**src/rtl/speed_clk_pkg.sv**
```systemverilog
package speed_clk_pkg;

  typedef enum logic [1:0] {
    MODE_SDR   = 2'd0,
    MODE_DDR   = 2'd1,
    MODE_HS400 = 2'd2,
    MODE_RSVD  = 2'd3
  } busMode_e;

  // strobes from control to datapath
  typedef struct packed {
    logic applyReq;
    logic startRate;
    logic finishRate;
  } ctlStrobe_t;

  localparam int REG_W   = 32;
  localparam int REG_AW  = 3;
  localparam int FIELD_W = 3;
  localparam int SMPL_LSB = 0;
  localparam int DRV_LSB  = 4;
  localparam int DIV_LSB  = 8;

  localparam logic [REG_AW-1:0] ADDR_CLKSEL = 3'd0;
  localparam logic [REG_AW-1:0] ADDR_SDR    = 3'd1;
  localparam logic [REG_AW-1:0] ADDR_DDR    = 3'd2;
  localparam logic [REG_AW-1:0] ADDR_HS4    = 3'd3;
  localparam logic [REG_AW-1:0] ADDR_TUNE   = 3'd4;
  localparam logic [REG_AW-1:0] ADDR_DLY    = 3'd5;
  localparam logic [REG_AW-1:0] ADDR_STROBE = 3'd6;
  localparam logic [REG_AW-1:0] ADDR_RATE   = 3'd7;

endpackage

```
**src/rtl/speed_clk_ctrl.sv**
```systemverilog
module speed_clk_ctrl
  import speed_clk_pkg::*;
(
  input  logic       clk,
  input  logic       rstN,
  input  logic       reqValid,
  input  logic       needRate,
  input  logic       rateAck,
  output ctlStrobe_t strobe,
  output logic       rateValid
);

  typedef enum logic {ST_IDLE, ST_WAIT} state_e;
  state_e state, stateNxt;

  always_comb begin
    stateNxt = state;
    strobe   = '0;
    case (state)
      ST_IDLE: if (reqValid) begin
        strobe.applyReq = 1'b1;
        if (needRate) begin
          strobe.startRate = 1'b1;
          stateNxt = ST_WAIT;
        end
      end
      ST_WAIT: if (rateAck) begin
        strobe.finishRate = 1'b1;
        stateNxt = ST_IDLE;
      end
      default: stateNxt = ST_IDLE;
    endcase
  end

  always_ff @(posedge clk or negedge rstN) begin
    if (!rstN) state <= ST_IDLE;
    else       state <= stateNxt;
  end

  assign rateValid = (state == ST_WAIT);

endmodule

```
**src/rtl/speed_clk_dp.sv**
```systemverilog
module speed_clk_dp
  import speed_clk_pkg::*;
#(
  parameter int FREQ_W   = 24,
  parameter int MIN_FREQ = 400,
  parameter int DLY_W    = 8,
  localparam int WANT_W  = FREQ_W + 1,
  localparam int DIVV_W  = FIELD_W + 1,
  localparam int RATE_W  = WANT_W + FIELD_W
)(
  input  logic              clk,
  input  logic              rstN,
  input  ctlStrobe_t        strobe,
  input  logic [1:0]        reqMode,
  input  logic              reqWidth8,
  input  logic [FREQ_W-1:0] reqFreq,
  input  logic              regWr,
  input  logic [REG_AW-1:0] regAddr,
  input  logic [REG_W-1:0]  regWdata,
  output logic [REG_W-1:0]  regRdata,
  input  logic [RATE_W-1:0] rateActual,
  output logic              needRate,
  output logic [RATE_W-1:0] rateReq,
  output logic [RATE_W-1:0] busRate,
  output logic              strobeEn,
  output logic [DLY_W-1:0]  rdDelay,
  output logic              holdBypass
);

  localparam logic [REG_W-1:0] FIELD_ONES = REG_W'((1 << FIELD_W) - 1);
  localparam logic [REG_W-1:0] SMPL_MASK  = FIELD_ONES << SMPL_LSB;
  localparam logic [REG_W-1:0] TIMING_MASK =
    (FIELD_ONES << SMPL_LSB) | (FIELD_ONES << DRV_LSB) | (FIELD_ONES << DIV_LSB);
  localparam logic [WANT_W-1:0] MIN_W = WANT_W'(MIN_FREQ);

  logic [REG_W-1:0]   clkSel, sdrWord, ddrWord, hs4Word;
  logic [FIELD_W-1:0] tunedPhase;
  logic [DLY_W-1:0]   cfgDelay;
  logic [WANT_W-1:0]  lastFreq;
  logic [DIVV_W-1:0]  pendDiv;
  logic [WANT_W-1:0]  pendFreq;

  busMode_e           modeSel;
  logic [REG_W-1:0]   selWord, mergedSel;
  logic [DIVV_W-1:0]  newDiv;
  logic               dbl;
  logic [WANT_W-1:0]  wanted, clamped;

  assign modeSel = busMode_e'(reqMode);

  always_comb begin
    case (modeSel)
      MODE_HS400: begin
        selWord = (hs4Word & ~SMPL_MASK) | (REG_W'(tunedPhase) << SMPL_LSB);
        dbl     = 1'b1;
      end
      MODE_DDR: begin
        selWord = ddrWord;
        dbl     = reqWidth8;
      end
      default: begin
        selWord = sdrWord;
        dbl     = 1'b0;
      end
    endcase
  end

  assign mergedSel = (clkSel & ~TIMING_MASK) | (selWord & TIMING_MASK);
  assign newDiv    = {1'b0, mergedSel[DIV_LSB +: FIELD_W]} + DIVV_W'(1);
  assign wanted    = dbl ? {reqFreq, 1'b0} : {1'b0, reqFreq};
  assign clamped   = (wanted < MIN_W) ? MIN_W : wanted;
  assign needRate  = (wanted != '0) && (clamped != lastFreq);

  // configuration and clock-select registers
  always_ff @(posedge clk or negedge rstN) begin
    if (!rstN) begin
      clkSel     <= '0;
      sdrWord    <= '0;
      ddrWord    <= '0;
      hs4Word    <= '0;
      tunedPhase <= '0;
      cfgDelay   <= '0;
      strobeEn   <= 1'b0;
      rdDelay    <= '0;
    end else begin
      if (regWr) begin
        case (regAddr)
          ADDR_CLKSEL: clkSel     <= regWdata;
          ADDR_SDR:    sdrWord    <= regWdata;
          ADDR_DDR:    ddrWord    <= regWdata;
          ADDR_HS4:    hs4Word    <= regWdata;
          ADDR_TUNE:   tunedPhase <= regWdata[FIELD_W-1:0];
          ADDR_DLY:    cfgDelay   <= regWdata[DLY_W-1:0];
          default: ;
        endcase
      end
      if (strobe.applyReq) begin
        clkSel <= mergedSel;
        if (modeSel == MODE_HS400) begin
          strobeEn <= 1'b1;
          rdDelay  <= cfgDelay;
        end else begin
          strobeEn <= 1'b0;
        end
      end
    end
  end

  // rate request path
  always_ff @(posedge clk or negedge rstN) begin
    if (!rstN) begin
      lastFreq <= '0;
      pendFreq <= '0;
      pendDiv  <= DIVV_W'(1);
      rateReq  <= '0;
      busRate  <= '0;
    end else begin
      if (strobe.startRate) begin
        pendFreq <= clamped;
        pendDiv  <= newDiv;
        rateReq  <= RATE_W'(clamped) * RATE_W'(newDiv);
      end
      if (strobe.finishRate) begin
        lastFreq <= pendFreq;
        busRate  <= rateActual / RATE_W'(pendDiv);
      end
    end
  end

  assign holdBypass = (clkSel[DRV_LSB +: FIELD_W] == '0);

  always_comb begin
    case (regAddr)
      ADDR_CLKSEL: regRdata = clkSel;
      ADDR_SDR:    regRdata = sdrWord;
      ADDR_DDR:    regRdata = ddrWord;
      ADDR_HS4:    regRdata = hs4Word;
      ADDR_TUNE:   regRdata = REG_W'(tunedPhase);
      ADDR_DLY:    regRdata = REG_W'(cfgDelay);
      ADDR_STROBE: regRdata = REG_W'({rdDelay, strobeEn});
      default:     regRdata = REG_W'(busRate);
    endcase
  end

endmodule

```
**src/rtl/speed_clk_cfg.sv**
```systemverilog
module speed_clk_cfg
  import speed_clk_pkg::*;
#(
  parameter int FREQ_W   = 24,
  parameter int MIN_FREQ = 400,
  parameter int DLY_W    = 8,
  localparam int RATE_W  = FREQ_W + 1 + FIELD_W
)(
  input  logic              clk,
  input  logic              rstN,
  input  logic              reqValid,
  input  logic [1:0]        reqMode,
  input  logic              reqWidth8,
  input  logic [FREQ_W-1:0] reqFreq,
  input  logic              regWr,
  input  logic [REG_AW-1:0] regAddr,
  input  logic [REG_W-1:0]  regWdata,
  output logic [REG_W-1:0]  regRdata,
  output logic              rateValid,
  output logic [RATE_W-1:0] rateReq,
  input  logic              rateAck,
  input  logic [RATE_W-1:0] rateActual,
  output logic [RATE_W-1:0] busRate,
  output logic              strobeEn,
  output logic [DLY_W-1:0]  rdDelay,
  output logic              holdBypass
);

  ctlStrobe_t strobe;
  logic       needRate;

  speed_clk_ctrl u_ctrl (
    .clk       (clk),
    .rstN      (rstN),
    .reqValid  (reqValid),
    .needRate  (needRate),
    .rateAck   (rateAck),
    .strobe    (strobe),
    .rateValid (rateValid)
  );

  speed_clk_dp #(
    .FREQ_W   (FREQ_W),
    .MIN_FREQ (MIN_FREQ),
    .DLY_W    (DLY_W)
  ) u_dp (
    .clk        (clk),
    .rstN       (rstN),
    .strobe     (strobe),
    .reqMode    (reqMode),
    .reqWidth8  (reqWidth8),
    .reqFreq    (reqFreq),
    .regWr      (regWr),
    .regAddr    (regAddr),
    .regWdata   (regWdata),
    .regRdata   (regRdata),
    .rateActual (rateActual),
    .needRate   (needRate),
    .rateReq    (rateReq),
    .busRate    (busRate),
    .strobeEn   (strobeEn),
    .rdDelay    (rdDelay),
    .holdBypass (holdBypass)
  );

endmodule

```
**config.mk**
```make
export PLATFORM = sky130hd
export DESIGN_NAME = speed_clk_cfg
export DESIGN_NICKNAME = d
export VERILOG_FILES = /design/src/rtl/speed_clk_pkg.sv /design/src/rtl/speed_clk_ctrl.sv /design/src/rtl/speed_clk_dp.sv /design/src/rtl/speed_clk_cfg.sv
export SDC_FILE = /design/constraint.sdc
export NUM_CORES = 1
export LEC_CHECK = 0
export BUFFER_PORTS_ARGS = -buffer_cell sky130_fd_sc_hd__buf_4
export CORE_MARGIN = 2
export CORE_UTILIZATION = 31
export DETAILED_ROUTE_END_ITERATION = 12
export PLACE_DENSITY_LB_ADDON = 0.08
export SKIP_LAST_GASP = 1
export SLEW_MARGIN = 5
export SYNTH_ARGS = -nofsm -noshare
export SYNTH_HDL_FRONTEND = slang
export SYNTH_SLANG_ARGS = --single-unit
```
**constraint.sdc**
```tcl
create_clock -name clk -period 104.8 [get_ports clk]
set_input_delay 10.48 -clock clk [delete_from_list [all_inputs] [get_ports clk]]
set_output_delay 10.48 -clock clk [all_outputs]
set_load 0.01 [all_outputs]
```
### Word level (Yosys, flattened, before mapping)

Cells that the tools add are included.

| operators by class | value |
|---|---|
| $add $sub $neg | 1 |
| divide/modulo/power cells | 1 |
| mux-type cells | 17 |
| reductions and logical operators | 13 |
| multiply operators | 1 |
| equal/unequal tests | 9 |
| $lt $le $gt $ge | 1 |
| bitwise gates (word level) | 3 |

Operators by type and width:

| operator | number |
|---|---|
| $pmux W32 S7 | 1 |
| $mux W32 | 3 |
| $mux W25 | 2 |
| $or A32 B11 Y32 | 1 |
| $div A28 B4 Y28 | 1 |
| $mul A25 B4 Y28 | 1 |
| $lt A25 B9 Y1 const B | 1 |
| $ne A25 B25 Y1 | 1 |
| $reduce_bool A25 Y1 | 1 |
| $pmux W11 S2 | 1 |
| $reduce_and A2 Y1 | 7 |
| $or A11 B3 Y11 | 1 |
| $eq A3 B3 Y1 const B | 3 |
| $eq A3 B2 Y1 const B | 2 |
| $logic_not A3 Y1 | 2 |
| $mux W1 | 6 |
| $add A3 B1 Y4 const B | 1 |
| $mux W2 | 2 |
| $pmux W1 S2 | 2 |
| $reduce_bool A2 Y1 | 2 |
| $eq A3 B1 Y1 const B | 1 |
| $eq A2 B1 Y1 const B | 1 |
| $eq A2 B2 Y1 const B | 1 |
| $logic_and A1 B1 Y1 | 1 |
| $not A1 Y1 | 1 |

| storage, ports and cells | value |
|---|---|
| flip-flop bits (word level) | 259 |
| output and inout port bits | 99 |
| word-level logic and storage cells | 60 |
| bits of input ports | 95 |

### Logic depth before layout (Yosys ltp)

Gate-level depths: netlist of run 1.

| logic depth | value |
|---|---|
| depth in word-level cells | 12 |
| mapped depth | 303 |
| gate-level depth less buffers | 287 |

### By module

Synthesis of run 1 repeated with hierarchy kept, for this count alone.

| second synthesis, totals | value |
|---|---|
| cells, all modules | 3,237 |
| area total of the unflattened synthesis | 27,420.0 µm² |

By module, submodules not included:

| module | cells each | sequential area each (µm²) | area an instance (µm²) | times used |
|---|---|---|---|---|
| speed_clk_dp | 3,231 | 6,457.4 | 27,365.0 | 1 |
| speed_clk_ctrl | 6 | 25.0 | 55.1 | 1 |

### Least setup slack after synthesis of run 1

No wires, ideal clock.

| timing | value |
|---|---|
| path type | input to register |
| start point | input rateActual[27] |
| end point | register u_dp.busRate[0] |
| cell stages on the path | 278 |
| library setup time | 0.145 ns |
| data arrival time | 65.515 ns |
| slack | 39.141 ns |
| required time | 104.655 ns |
| buffers on the path | 18 |
| cells stage by stage | ha_1 > nor4b_1 > a2bb2oi_1 > ha_1 > or2_2 > nand3_1 > mux2_2 > ha_1 > a21oi_1 > a21o_1 > mux2i_1 > ha_1 > o211ai_1 > a21boi_1 > or2_1 > o22ai_1 > inv_1 > ha_1 > [242 not listed] > and3_1 > buf_2 > and4_1 > buf_2 > nand3_2 > nor2_1 > a21oi_1 > ha_1 > a21oi_1 > nor2b_1 > o21ai_0 > o211ai_1 > a221oi_1 > o2111ai_1 > a2111oi_0 > nand4bb_1 > nor4_1 > a41oi_1 |

| on the way | value |
|---|---|
| longest elaborated chain between the ends | 1 |

RTL lines:

| item | RTL line | RTL |
|---|---|---|
| start, declared | speed_clk_cfg.sv:22 | `input logic [RATE_W-1:0] rateActual,` |
| $div A28 B4 Y28 | speed_clk_dp.sv:125 | `busRate <= rateActual / RATE_W'(pendDiv);` |
| end signal, assigned | speed_clk_dp.sv:125 |  |
| end, declared | speed_clk_dp.sv:24 | `output logic [RATE_W-1:0] busRate,` |

Every way passes these cells.
A chain may end at the register's enable or synchronous reset.

### Worst setup path in the final report of run 1

Same ends and word-level chain as after synthesis.

==> impl_table.tex, run 1 <==
\begin{tabular}{lr}
\hline
Metric & Value \\
\hline
\multicolumn{2}{l}{\textbf{Timing}} \\
\quad Clock skew after layout & between 20 and 30 ps \\
\quad Setup ws final & 28,570 ps \\
\quad Crit path time final & 76,230 ps \\
\quad Final Max Tran Viols & 0 \\
\quad Count of endpoints failing hold in the final timing report & 0 \\
\quad Max-slew headroom & 0.221 \\
\quad Setup-failing EPs final & 0 \\
\quad Fmax & 13.1 MHz \\
\quad Period utilisation layout & 0.727 \\
\quad Setup repair after global routing missed its margin & no \\
\quad Transition time at the pin with the least slew margin & 1160 ps \\
\quad Setup TNS & 0 ps \\
\multicolumn{2}{l}{\textbf{Logic synthesis}} \\
\quad Number of flops mapped to enable cells by yosys & 0 \\
\quad Yosys warnings & 0 \\
\quad Post-Synthesis Cells & roughly 3,400 \\
\quad Synthesized area per cell & roughly 8.5 µm² \\
\quad Post-synth net total & approximately 3,700 \\
\quad Post-Synthesis Cell Area & 28,700 µm² \\
\quad Primary FF master, synth & sky130\_fd\_sc\_hd\_\_dfrtp\_1 \\
\quad Async SR Flop Fraction & 1.00 \\
\quad Synth unique cells & 156 \\
\quad Sequential fraction of the synthesis area & 0.225 \\
\quad Synthesized flop and latch total & 259 \\
\multicolumn{2}{l}{\textbf{Clocking}} \\
\quad H-Tree Depth & 1 \\
\quad Buffer count from post-CTS setup fixing & 0 \\
\quad Post-CTS Hold Buffers & 0 \\
\quad Root buffer selected by CTS & sky130\_fd\_sc\_hd\_\_clkbuf\_16 \\
\quad Clock-pin slew on the worst setup and hold paths & 60 ps \\
\quad TritonCTS Buffers & 30 \\
\quad Insertion delay to the later sink of the worst-skew pair & 620 ps \\
\quad Resize count post-CTS & 0 \\
\quad Maximum buffer depth of the clock tree & 3 \\
\quad Sink count of the clock tree & 259 \\
\quad TritonCTS clock tree & built \\
\multicolumn{2}{l}{\textbf{Min path}} \\
\quad Path type of the worst min-delay path & flop to flop \\
\multicolumn{2}{l}{\textbf{Layout}} \\
\quad Fraction of final layout cells with drive strength greater than 1 & 0.206 \\
\quad \# fillers & 9,599 \\
\quad Most used cells in the layout excluding fill and tap cells & 383 x sky130\_fd\_sc\_hd\_\_nand2\_1, 258 x sky130\_fd\_sc\_hd\_\_dfrtp\_1, 254 x sky130\_fd\_sc\_hd\_\_nor2\_1, 232 x sky130\_fd\_sc\_hd\_\_mux2\_2, 220 x sky130\_fd\_sc\_hd\_\_buf\_4 \\
\quad Area growth from synthesis to layout & 12.7\% \\
\quad Register Area & roughly 6500 µm² \\
\quad Post-route core utilization & 0.353 \\
\quad Net count, final & roughly 3,800 \\
\quad Combined area of the multi-input logic cells & $\sim$21,000 µm² \\
\quad Most common cell after layout, fill and taps aside & sky130\_fd\_sc\_hd\_\_nand2\_1 \\
\quad Diodes inserted & 0 \\
\multicolumn{2}{l}{\textbf{Floorplanning}} \\
\quad Standard-cell row count & around 110 \\
\quad Core box area & between 90,000 and 100,000 µm² \\
\quad Ports & roughly 190 \\
\quad Chip Height & slightly above 300 µm \\
\quad Total Die Area & 95,200 µm² \\
\quad Chip Width & 309 µm \\
\quad Starting density of the core & 0.313 \\
\multicolumn{2}{l}{\textbf{Status}} \\
\quad Status & finished, final reports clean \\
\multicolumn{2}{l}{\textbf{Setup path}} \\
\quad Slowest cell delay on critical path & between 700 and 800 ps \\
\quad Crit-path max FO & 16 \\
\quad Worst endpoint required time & 105,260 ps \\
\quad Slowest CP cell & sky130\_fd\_sc\_hd\_\_nor3\_2 \\
\quad Startpoint Class & input port \\
\quad Crit end category & flop \\
\quad Category of the most critical setup path & input port to flop \\
\quad CP Data Arrival Time & between 70,000 and 80,000 ps \\
\multicolumn{2}{l}{\textbf{Route}} \\
\quad DRC violations left & 0 \\
\quad Detailed-route wire length & roughly 100,000 µm \\
\quad ANT nets after route & 0 \\
\quad Routed wire length per instance & 20.8 µm \\
\quad Violation count after the first detailed-routing iteration & approximately 1,800 \\
\quad Via count of the routed design & $\sim$26,000 \\
\quad Total iterations of the first detailed-routing run & 5 \\
\quad Per-cell via count in the routed design & 5.52 \\
\multicolumn{2}{l}{\textbf{Place}} \\
\quad Post-detailed-placement half-perimeter wirelength & 76,500 µm \\
\quad Setup slack at placement & around 28,000 ps \\
\quad Gp weighted congestion & 0.871 \\
\quad Port bufs & 193 \\
\multicolumn{2}{l}{\textbf{Global route}} \\
\quad Global route total overflow & 0 \\
\quad Initial antenna violation count & 4 \\
\quad Vias in the first global route & approximately 26,000 \\
\quad Tot GR Track Use & 0.207 \\
\quad Pin count of the biggest net entering global routing & 153 \\
\quad Global-route wire length before repair & 157,000 µm \\
\multicolumn{2}{l}{\textbf{Run}} \\
\quad Max-cap violations & 0 \\
\hline
\end{tabular}
==> per-stage QoR <==
stage | hold slack (ps) | area [µm²] | cells
2_1_floorplan | 446 | 28700 | 3388
3_3_place_gp | 468 | 31300 | 4708
3_5_place_dp | 473 | 31300 | 4708
4_1_cts | 487 | 32400 | 4764
5_1_grt | 506 | 32400 | 4764
6_report | 481 | 32400 | 4764
==> cell type report <==
class,instances,area share
clock inverters,17,0.00699
clock buffers,39,0.0258
well taps,1243,0.0480
multi-input cells,2844,0.651
repair buffers,222,0.0521
flip-flops and latches,259,0.200
inverters,140,0.0162
==> worst max-delay path, delay by kind of cell <==
| family | cells | cell delay (ps) |
|---|---|---|
| and+or+nand+nor | 94 | 25470 |
| AOI/OAI and AO/OA | 117 | 28260 |
| adders and majority gates | 28 | 8340 |
| muxes | 8 | 2820 |
| buffers and inverters | 13 | 1220 |
==> metal layers <==
metal	up-vias	part of all wire	global-route usage
li1	12800	-	-
met1	12900	0.48	0.293
met2	501	0.46	0.342
met3	81	0.038	0.0225
met4	8	0.017	0.0378
met5	-	0.00049	0
==> cell usage after synthesis (51+ instances only) <==
cell	count	area, µm²
sky130_fd_sc_hd__o21a_1	60	450
sky130_fd_sc_hd__and2_1	55	344
sky130_fd_sc_hd__nor2_1	255	957
sky130_fd_sc_hd__nand2_1	384	1440
sky130_fd_sc_hd__clkbuf_1	99	372
sky130_fd_sc_hd__xor2_1	76	666
sky130_fd_sc_hd__inv_1	138	518
sky130_fd_sc_hd__a21oi_1	182	911
sky130_fd_sc_hd__mux2_2	232	2610
sky130_fd_sc_hd__nor3_1	112	561
sky130_fd_sc_hd__dfrtp_1	258	6460
sky130_fd_sc_hd__xnor2_1	93	815
sky130_fd_sc_hd__ha_1	142	1780
sky130_fd_sc_hd__nand3_1	80	400
sky130_fd_sc_hd__o21ai_0	172	861
sky130_fd_sc_hd__nor4_1	51	319
==> cells by family (layout without fill, tap and decap cells) <==
group | Yosys count | in the layout | synth area share
AND/OR/NAND/NOR | 1255 | 1255 | 0.226
adder cells (fa/ha/maj) | 188 | 188 | 0.0938
buffers and inverters | 285 | 418 | 0.0428
AO/OA/AOI/OAI | 922 | 922 | 0.230
XOR/XNOR | 170 | 170 | 0.0521
multiplexers | 309 | 309 | 0.129
flip-flops | 259 | 259 | 0.225
==> sequential cells by signal, summed over array words and instances (netlist names), 8 cells and up <==
register and count:
u_dp.rdDelay 8, u_dp.rateReq 28, u_dp.pendFreq 25, u_dp.hs4Word 32
u_dp.sdrWord 32, u_dp.clkSel 32, u_dp.cfgDelay 8, u_dp.lastFreq 25
u_dp.ddrWord 32, u_dp.busRate 28
==> worst paths after layout <==
path                                        from                to  slack (ps)  cells past startpoint
worst max-delay path              rateActual[27]   u_dp.busRate[0]       28570                    260
max in group asynchronous                   rstN   u_dp.clkSel[16]       93380                      2
worst max register to register   u_dp.pendDiv[0]   u_dp.busRate[0]       37570                    261
worst min-delay path            u_dp.rateReq[17]  u_dp.rateReq[17]         480                      2
min in group asynchronous                   rstN  u_dp.rateReq[19]        9870                      1
worst min register to register  u_dp.rateReq[17]  u_dp.rateReq[17]         480                      2
Power of run 1 is not shown: default switching activity piles up to over one toggle a cycle in this logic, so the estimate is an artifact.
==> inputs of run 2 (changes only) <==
Clock period 104.8 ns to 71.4 ns, I/O delays scaled along.
==> run 2 against run 1 <==
Die area is the same. Worst setup slack lost 23000 ps. Worst hold slack lost 1.3 ps. Via count grew 0.92%. Register-to-register slack lost 26000 ps. Sequential cell count is the same. Routed wire length grew 1.3%. Non-clock buffer count grew 34. Cell area grew 1.6%. Clock skew shrank 9.5 ps. Sequential share of layout area shrank 0.32 points.
==> impl_table.tex, run 2 (synthesis gave the netlist of run 1 again) <==
\begin{tabular}{lr}
\hline
Metric & Value \\
\hline
\multicolumn{2}{l}{\textbf{Status}} \\
\quad Status & finished, final reports clean \\
\multicolumn{2}{l}{\textbf{Route}} \\
\quad Via count of the routed design & 26,500 \\
\quad Detailed-route wire length & 100,000 µm \\
\quad DRC violations left & 0 \\
\quad Per-cell via count in the routed design & about 5.5 \\
\quad Violation count after the first detailed-routing iteration & 1,630 \\
\quad ANT nets after route & 0 \\
\quad Routed wire length per instance & between 20 and 25 µm \\
\quad Total iterations of the first detailed-routing run & 5 \\
\multicolumn{2}{l}{\textbf{Floorplanning}} \\
\quad Ports & 194 \\
\quad Total Die Area & 95,200 µm² \\
\quad Chip Height & around 310 µm \\
\quad Chip Width & between 300 and 400 µm \\
\quad Core box area & approximately 90,000 µm² \\
\quad Standard-cell row count & roughly 110 \\
\quad Starting density of the core & 0.313 \\
\multicolumn{2}{l}{\textbf{Timing}} \\
\quad Clock skew after layout & about 20 ps \\
\quad Fmax & between 15 and 20 MHz \\
\quad Final Max Tran Viols & 0 \\
\quad Setup ws final & $\sim$5400 ps \\
\quad Transition time at the pin with the least slew margin & roughly 1100 ps \\
\quad Setup-failing EPs final & 0 \\
\quad Crit path time final & about 66,000 ps \\
\quad Count of endpoints failing hold in the final timing report & 0 \\
\quad Setup TNS & 0 ps \\
\quad Period utilisation layout & 0.924 \\
\quad Max-slew headroom & 0.245 \\
\multicolumn{2}{l}{\textbf{Setup path}} \\
\quad Slowest cell delay on critical path & 520 ps \\
\quad Slowest CP cell & sky130\_fd\_sc\_hd\_\_or3\_2 \\
\quad Category of the most critical setup path & input port to flop \\
\quad Startpoint Class & input port \\
\quad Startpoint of the worst-slack reg-to-reg timing path & u\_dp.pendDiv[0] \\
\quad CP Data Arrival Time & approximately 66,000 ps \\
\quad Destination of the worst register-to-register timing path & u\_dp.busRate[0] \\
\quad Worst setup slack for register-to-register paths & approximately 12,000 ps \\
\quad Worst Reg-to-Reg Cells & between 200 and 300 \\
\quad Crit-path max FO & 13 \\
\quad Worst endpoint required time & $\sim$72,000 ps \\
\quad Most frequent cell on the critical path & sky130\_fd\_sc\_hd\_\_o21a\_1 \\
\quad Crit end category & flop \\
\multicolumn{2}{l}{\textbf{Layout}} \\
\quad Most used cells in the layout excluding fill and tap cells & 381 x sky130\_fd\_sc\_hd\_\_nand2\_1, 258 x sky130\_fd\_sc\_hd\_\_dfrtp\_1, 255 x sky130\_fd\_sc\_hd\_\_buf\_4, 250 x sky130\_fd\_sc\_hd\_\_nor2\_1, 232 x sky130\_fd\_sc\_hd\_\_mux2\_2 \\
\quad Fraction of final layout cells with drive strength greater than 1 & 0.225 \\
\quad Most common cell after layout, fill and taps aside & sky130\_fd\_sc\_hd\_\_nand2\_1 \\
\quad \# fillers & between 9,000 and 10,000 \\
\quad Net count, final & between 3,000 and 4,000 \\
\quad Area growth from synthesis to layout & 14.5\% \\
\multicolumn{2}{l}{\textbf{Global route}} \\
\quad Top Usage Layer GRT & met2 \\
\quad Global-route wire length before repair & about 160,000 µm \\
\quad GR met3 Demand/Resource & 0.0230 \\
\quad Vias in the first global route & about 26,000 \\
\quad Fraction of met2 tracks used by global routing & 0.346 \\
\quad Tot GR Track Use & 0.208 \\
\quad Met1 usage in global routing & 0.291 \\
\quad Initial antenna violation count & 3 \\
\quad Global route total overflow & 0 \\
\quad Pin count of the biggest net entering global routing & between 80 and 90 \\
\multicolumn{2}{l}{\textbf{Clocking}} \\
\quad TritonCTS clock tree & built \\
\quad Maximum buffer depth of the clock tree & 3 \\
\quad TritonCTS Buffers & 31 \\
\quad Post-CTS Hold Buffers & 0 \\
\quad Insertion delay to the later sink of the worst-skew pair & around 620 ps \\
\quad Clock-pin slew on the worst setup and hold paths & 60 ps \\
\quad H-Tree Depth & 1 \\
\quad Root buffer selected by CTS & sky130\_fd\_sc\_hd\_\_clkbuf\_16 \\
\quad Sink count of the clock tree & 259 \\
\multicolumn{2}{l}{\textbf{Run}} \\
\quad Max-cap violations & 0 \\
\multicolumn{2}{l}{\textbf{Place}} \\
\quad Setup slack at placement & -860 ps \\
\quad Gp weighted congestion & between 0.8 and 0.9 \\
\quad Port bufs & 193 \\
\quad Post-detailed-placement half-perimeter wirelength & $\sim$78,000 µm \\
\multicolumn{2}{l}{\textbf{Min path}} \\
\quad Hold-critical path endpoint & u\_dp.rateReq[17] \\
\quad Hold Path Cell Cnt & 2 \\
\quad Path type of the worst min-delay path & flop to flop \\
\quad Hold Path Origin & u\_dp.rateReq[17] \\
\hline
\end{tabular}
-- run 2: cell types whose count changed in the layout (fill, tap and decap cells not counted), moves of 4 or more --
cell,before,now
sky130_fd_sc_hd__a21oi_2,7,15
sky130_fd_sc_hd__buf_4,220,255
sky130_fd_sc_hd__nor4_2,5,9
sky130_fd_sc_hd__nor2_1,254,250
sky130_fd_sc_hd__a21oi_4,2,8
sky130_fd_sc_hd__nor4_1,51,47
sky130_fd_sc_hd__a21oi_1,182,168
-- run 2: through the flow --
stage               cell area (µm²)  std cells  hold slack [ps]  utilization
floorplan                     28700       3388              446            -
global placement              31400       4717              465        0.342
detailed placement            31400       4717              473        0.342
CTS                           32500       4774              487        0.354
global route                  32900       4799              511        0.359
finish                        32900       4801              480        0.359
-- run 2: how the worst max path moves through the flow --
stage,startpoint,endpoint,cells past startpoint
6_report,rateActual[27],u_dp.busRate[0],275
2_1_floorplan,rateActual[27],u_dp.busRate[0],278
4_1_cts,rateActual[27],u_dp.busRate[0],265
3_5_place_dp,rateActual[27],u_dp.busRate[0],265
5_1_grt,rateActual[27],u_dp.busRate[0],279
3_3_place_gp,rateActual[27],u_dp.busRate[0],267
-- run 2: layout make-up --
cell class,instances,area [µm²],share of cell area
multi-input combinational,2844,21300,0.648
sequential,259,6480,0.197
timing repair buffer,256,1930,0.0586
tap,1243,1560,0.0472
clock buffer,38,832,0.0253
inverter,140,526,0.0160
clock inverter,19,260,0.00790
antenna,2,5.00,0.000152
-- run 2: critical path: cells and delay by family --
| kind | cells | cell delay (ps) |
|---|---|---|
| compound gates | 127 | 26210 |
| buf+inv | 17 | 1990 |
| fa+ha+maj | 28 | 8090 |
| simple gates | 95 | 20330 |
| mux | 8 | 2500 |
-- run 2: routing by layer --
metal | share of wire | routed length [µm]
met1 | 0.47 | 47700
met2 | 0.47 | 46700
met3 | 0.039 | 3950
met4 | 0.020 | 2030
met5 | 0.00023 | 23
-- run 2: what timing repair did --
action | 4_1_cts | 5_1_grt
endpoints found under the hold margin | 0 | 0
resized for setup | 2 | 57
pin swaps | 0 | 10
buffers inserted | 0 | 25
setup endpoints to repair | 1 | 3
Power of run 2 is left out for the same reason.
